**src/rtl/ppp_octet_mapper.sv**
```systemverilog
module ppp_octet_mapper #(
  parameter int N_EXTRA = 4
) (
  input  logic                 clk,
  input  logic                 rst_n,
  input  logic [31:0]          cfg_accm,
  input  logic [8*N_EXTRA-1:0] cfg_extra,
  input  logic [N_EXTRA-1:0]   cfg_extra_en,
  input  logic                 tx_in_valid,
  input  logic [7:0]           tx_in_data,
  input  logic                 tx_in_last,
  output logic                 tx_in_ready,
  output logic                 tx_out_valid,
  output logic [7:0]           tx_out_data,
  input  logic                 tx_out_ready,
  input  logic                 rx_in_valid,
  input  logic [7:0]           rx_in_data,
  output logic                 rx_in_ready,
  output logic                 rx_out_valid,
  output logic [7:0]           rx_out_data,
  output logic                 rx_out_last,
  output logic                 rx_out_abort,
  input  logic                 rx_out_ready
);

  localparam logic [7:0] FLAG = 8'h7E;
  localparam logic [7:0] ESC  = 8'h7D;
  localparam logic [7:0] FLIP = 8'h20;

  typedef enum logic [1:0] {T_IDLE, T_DATA, T_ESC, T_CLOSE} tx_state_t;

  tx_state_t    tx_st;
  logic [7:0]   tx_hold;
  logic         tx_hold_last;
  logic [N_EXTRA-1:0] extra_hit;
  logic         tx_esc;

  for (genvar g = 0; g < N_EXTRA; g++) begin : g_extra
    assign extra_hit[g] = cfg_extra_en[g] && (cfg_extra[g*8 +: 8] == tx_in_data);
  end

  assign tx_esc = (tx_in_data == FLAG) || (tx_in_data == ESC) ||
                  ((tx_in_data < 8'h20) && cfg_accm[tx_in_data[4:0]]) || (|extra_hit);

  always_comb begin
    tx_out_valid = 1'b0;
    tx_out_data  = FLAG;
    tx_in_ready  = 1'b0;
    case (tx_st)
      T_IDLE:  tx_out_valid = tx_in_valid;
      T_DATA: begin
        tx_out_valid = tx_in_valid;
        tx_out_data  = tx_esc ? ESC : tx_in_data;
        tx_in_ready  = tx_out_ready;
      end
      T_ESC: begin
        tx_out_valid = 1'b1;
        tx_out_data  = tx_hold;
      end
      default: tx_out_valid = 1'b1;
    endcase
  end

  always_ff @(posedge clk) begin
    if (!rst_n) begin
      tx_st        <= T_IDLE;
      tx_hold      <= '0;
      tx_hold_last <= 1'b0;
    end else begin
      case (tx_st)
        T_IDLE: if (tx_in_valid && tx_out_ready) tx_st <= T_DATA;
        T_DATA: if (tx_in_valid && tx_out_ready) begin
          if (tx_esc) begin
            tx_hold      <= tx_in_data ^ FLIP;
            tx_hold_last <= tx_in_last;
            tx_st        <= T_ESC;
          end else if (tx_in_last) begin
            tx_st <= T_CLOSE;
          end
        end
        T_ESC:   if (tx_out_ready) tx_st <= tx_hold_last ? T_CLOSE : T_DATA;
        default: if (tx_out_ready) tx_st <= T_IDLE;
      endcase
    end
  end

  assert_tx_hold_R6: assert property (@(posedge clk) disable iff (!rst_n)
    tx_out_valid && !tx_out_ready |=> tx_out_valid && $stable(tx_out_data));

  assert_tx_escpair_R3: assert property (@(posedge clk) disable iff (!rst_n)
    tx_out_valid && tx_out_ready && tx_in_ready && tx_in_valid && tx_out_data == ESC
    |=> tx_out_valid && tx_out_data == ($past(tx_in_data) ^ FLIP));

  logic       rx_inf, rx_escp, rx_hold_vld;
  logic [7:0] rx_hold;
  logic       rx_acc, rx_ctrl;

  assign rx_in_ready = !rx_out_valid || rx_out_ready;
  assign rx_acc      = rx_in_valid && rx_in_ready;
  assign rx_ctrl     = (rx_in_data < 8'h20) && cfg_accm[rx_in_data[4:0]];

  always_ff @(posedge clk) begin
    if (!rst_n) begin
      rx_inf       <= 1'b0;
      rx_escp      <= 1'b0;
      rx_hold_vld  <= 1'b0;
      rx_hold      <= '0;
      rx_out_valid <= 1'b0;
      rx_out_data  <= '0;
      rx_out_last  <= 1'b0;
      rx_out_abort <= 1'b0;
    end else begin
      if (rx_out_valid && rx_out_ready) rx_out_valid <= 1'b0;
      if (rx_acc) begin
        if (rx_in_data == FLAG) begin
          rx_inf      <= 1'b1;
          rx_escp     <= 1'b0;
          rx_hold_vld <= 1'b0;
          if (rx_hold_vld) begin
            rx_out_valid <= 1'b1;
            rx_out_data  <= rx_hold;
            rx_out_last  <= 1'b1;
            rx_out_abort <= rx_escp;
          end
        end else if (rx_inf) begin
          if (rx_in_data == ESC) begin
            rx_escp <= 1'b1;
          end else if (rx_escp || !rx_ctrl) begin
            rx_escp     <= 1'b0;
            rx_hold     <= rx_escp ? (rx_in_data ^ FLIP) : rx_in_data;
            rx_hold_vld <= 1'b1;
            if (rx_hold_vld) begin
              rx_out_valid <= 1'b1;
              rx_out_data  <= rx_hold;
              rx_out_last  <= 1'b0;
              rx_out_abort <= 1'b0;
            end
          end
        end
      end
    end
  end

  assert_rx_hold_R11: assert property (@(posedge clk) disable iff (!rst_n)
    rx_out_valid && !rx_out_ready |=> rx_out_valid &&
    $stable({rx_out_data, rx_out_last, rx_out_abort}));

  assert_rx_abort_last_R10: assert property (@(posedge clk) disable iff (!rst_n)
    rx_out_valid && rx_out_abort |-> rx_out_last);

endmodule

```
**config.mk**
```make
export PLATFORM = sky130hd
export DESIGN_NAME = ppp_octet_mapper
export DESIGN_NICKNAME = d
export VERILOG_FILES = /design/src/rtl/ppp_octet_mapper.sv
export SDC_FILE = /design/constraint.sdc
export NUM_CORES = 1
export LEC_CHECK = 0
export BUFFER_PORTS_ARGS = -buffer_cell sky130_fd_sc_hd__buf_2
export CORE_ASPECT_RATIO = 2
export CORE_MARGIN = 2
export CORE_UTILIZATION = 49
export CTS_BUF_LIST = sky130_fd_sc_hd__clkbuf_2 sky130_fd_sc_hd__clkbuf_4 sky130_fd_sc_hd__clkbuf_8
export DETAILED_ROUTE_END_ITERATION = 10
export PLACE_DENSITY = 0.86
export SETUP_SLACK_MARGIN = 0.3
export SLEW_MARGIN = 20
export SYNTH_ARGS = -nofsm -noshare
export SYNTH_HDL_FRONTEND = slang
export SYNTH_SLANG_ARGS = --single-unit
export TNS_END_PERCENT = 50
```
**constraint.sdc**
```tcl
create_clock -name clk -period 4.2 [get_ports clk]
set_clock_uncertainty 0.1 [all_clocks]
set_input_delay 0.84 -clock clk [delete_from_list [all_inputs] [get_ports clk]]
set_output_delay 0.84 -clock clk [all_outputs]
set_load 0.02 [all_outputs]
```
==> reports/results.tsv <==
stage	metric	value	unit
die	Die ar.	5888	um2
die	Std-Cell Rows	37	
route	vias after detailed routing	2437	
synth	Synth Area per Inst	9.437	um2
synth	Yosys reg bits	33	
power	Leak	1.505	nW
synth	number of synthesized flops with an enable pin	0	
critical_path	Cell Chain, Critical Path	buf_12 > mux4_2 > mux4_2 > and3b_4 > a31oi_4 > nand3_4 > a211oi_2 > nor3b_2 > buf_4	
synth	Cells after Synth	273	
place	HPWL Detailed	5430	um
synth	syn_nets	368	
route	antenna viol nets, final	0	
synth	Cell Area, Synth	2576	um2
finish	most frequent cells in the layout	buf_2, nand2_1, dfxtp_1	
finish	final core occ	0.6455	
route	average routed wire per standard cell	15.52	um
finish	leading cell type in the layout, fill and taps excluded	buf_2	
clocking	TritonCTS buffer count	5	
synth	Seq/Total Area, Yosys	0.2564	
route	DRC viols	0	
finish	post-route insts no fill	438	
clocking	CTS root buffer	clkbuf_8	
power	clock network fraction of total power	0.289	
sta	Final Hold Vio Count	0	
sta	worst relative slew slack	0.4658	
critical_path	CP Data Arrival Time	2.87	ns
critical_path	CP Data Required Time	3.26	ns
place	PortBufs	112	
sta	worst-margin pin slew	0.8014	ns
grt	Global Route Usage Sum	0.2395	
power	Seq pwr share	0.399	
clocking	Clock Sinks	33	
place	Placement Setup Slack	0.1287	ns
finish	sequential cell area	660.6	um2
sta	fmax	262.7	MHz
grt	initial antenna violation count	0	
die	initial core utilization	0.5059	
sta	Final Max Tran Viols	0	
place	RePlAce Congestion	0.8999	
grt	largest net degree at the start of global routing	52	
critical_path	critical path type	in2out	
sta	worst setup margin	0.3930	ns
synth	Synth cell types	48	
critical_path	CP most frequent cell	mux4_2	
power	Sw Ratio	0.3033	
sta	period utilisation layout	0.9064	
grt	vias in the first global route	2480	
clocking	Reg clk slew, reported paths	0.06	ns
power	Worst VDD drop	0.2968	mV
die	die width	55.27	um
grt	GRT Residual Overflow	0	
critical_path	CP max-delay cell	mux4_2	
finish	Nets	474	
route	1st-iter DRT viols	74	
synth	Async SR Flop Fraction	0	
finish	area of the multi-input gates	1812	um2
sta	Final Critical Period	3.807	ns
power	Int Power	0.0005580	W
power	NetSw	0.0002429	W
power	combinational share of power	0.312	
critical_path	max incr delay on CP	0.49	ns
critical_path	Critical Path Start Type	input pin	
die	die height	106.5	um
finish	n_diodes	0	
route	Pre-Repair DR Iteration Count	4	
die	Placeable Area	5092	um2
status	outcome	complete, no violations	
sta	Setup TNS	0	ns
finish	share of cells above drive strength 1	0.4263	
clocking	CTS tree	yes	
run	Max-Cap Viols	0	
power	Pwr per Cell Area	243.7	nW/um2
clocking	CTS Buffer Depth	2	
clocking	CTS H-tree lvls	2	
clocking	worst-skew pair later-pin latency	0.28	ns
synth	synth warn	0	
grt	first-pass GRT wire length	11210	um
finish	Area growth syn-to-layout	27.59	%
critical_path	CP Max Fanout	7	
route	final WL	6796	um
die	I/O Pins	113	
critical_path	Setup crit end kind	output pin	
sta	Setup Viol. Count Final	0	
sta	RSZ-0062 raised after global routing	true	
route	Via density	5.564	
synth	Synth Flop Type	dfxtp_1	
place	placed cell count	427	
worst_hold_path	Hold WC Path Type	reg2reg	
finish	filler cell count	427	
through the flow:
stage | power (W) | instance area [um2] | hold slack, ns
floorplan | 0.0004761 | 2576 | 0.3350
global placement | 0.0005578 | 3141 | 0.3434
detailed placement | 0.0005650 | 3141 | 0.3469
CTS | 0.0008017 | 3242 | 0.3595
global route | 0.0008472 | 3287 | 0.3721
finish | 0.0008009 | 3287 | 0.3568
final timing paths:
kind | startpoint | endpoint | slack [ns] | depth (start not counted)
hold / removal | rx_out_data[0] | rx_out_data[0] | 0.36 | 2
setup / recovery | tx_in_data[1] | tx_out_data[0] | 0.39 | 9
setup reg to reg | rx_escp | rx_out_data[5] | 2.20 | 6
hold reg to reg | rx_out_data[0] | rx_out_data[0] | 0.36 | 2
area by class of cell:
class / instances / share of cell area
clock inverter: 2 / 0.003045
timing repair buffer: 119 / 0.1926
tap: 58 / 0.02208
sequential: 33 / 0.2010
clock buffer: 6 / 0.02322
inverter: 6 / 0.006852
multi-input combinational: 214 / 0.5512
Yosys cell counts (4+ instances only):
cell,count,area [um2]
ha_1,4,50.05
nand2b_1,5,31.28
inv_1,6,22.52
dfxtp_1,33,660.6
o21ai_0,7,35.03
mux4_2,16,360.4
xnor2_1,6,52.55
nand2_1,51,191.4
nor2_1,5,18.77
clkbuf_1,14,52.55
nor4_1,4,25.02
nand3_1,5,25.02
xor2_1,26,227.7
nor3_1,7,35.03
mux2i_1,29,290.3
nand4_1,8,50.05
timing repair:
action | in CTS | in global routing
pin swaps | 0 | 3
endpoints found under the setup margin | 7 | 7
hold buffers | 0 | 0
setup buffers | 1 | 2
resized for setup | 5 | 16
critical path, delay by kind of cell:
kind	cells	cell delay, ns
multiplexers	2	0.97
buffers and inverters	2	0.25
AND/OR/NAND/NOR	3	0.43
AO/OA/AOI/OAI	2	0.37
layer usage:
| metal | share of wire | track usage | wire [um] |
|---|---|---|---|
| met2 | 0.58 | 0.4728 | 3963 |
| met5 | 0 | 0 | 0 |
| met4 | 0.026 | 0.09059 | 179 |
| met3 | 0.040 | 0.04015 | 272 |
| met1 | 0.35 | 0.2395 | 2380 |
registers in the layout, summed over array words and instances (netlist names):
register,count
rx_out_valid,1
rx_out_abort,1
tx_hold_last,1
tx_hold,8
rx_hold,8
rx_escp,1
rx_out_data,8
rx_out_last,1
tx_st,2
rx_hold_vld,1
rx_inf,1
power by group through the flow:
stage | clock, W | sequential (W) | combinational [W]
3_5_place_dp | 0 | 0.000326 | 0.000239
2_1_floorplan | 0 | 0.000326 | 0.000151
5_1_grt | 0.000253 | 0.000320 | 0.000274
4_1_cts | 0.000239 | 0.000319 | 0.000243
6_report | 0.000231 | 0.000319 | 0.000250
3_3_place_gp | 0 | 0.000326 | 0.000232
cells by family (layout without fill, tap and decap cells):
kind of cell,count (synthesis),after routing,synth area share
compound gates,31,31,0.09227
xor+xnor,32,32,0.1088
fa+ha+maj,4,4,0.01943
buf+inv,26,133,0.04710
flops,33,33,0.2564
mux,48,48,0.2832
simple gates,99,99,0.1928
Note: power is estimated with default switching activity, not from simulation.
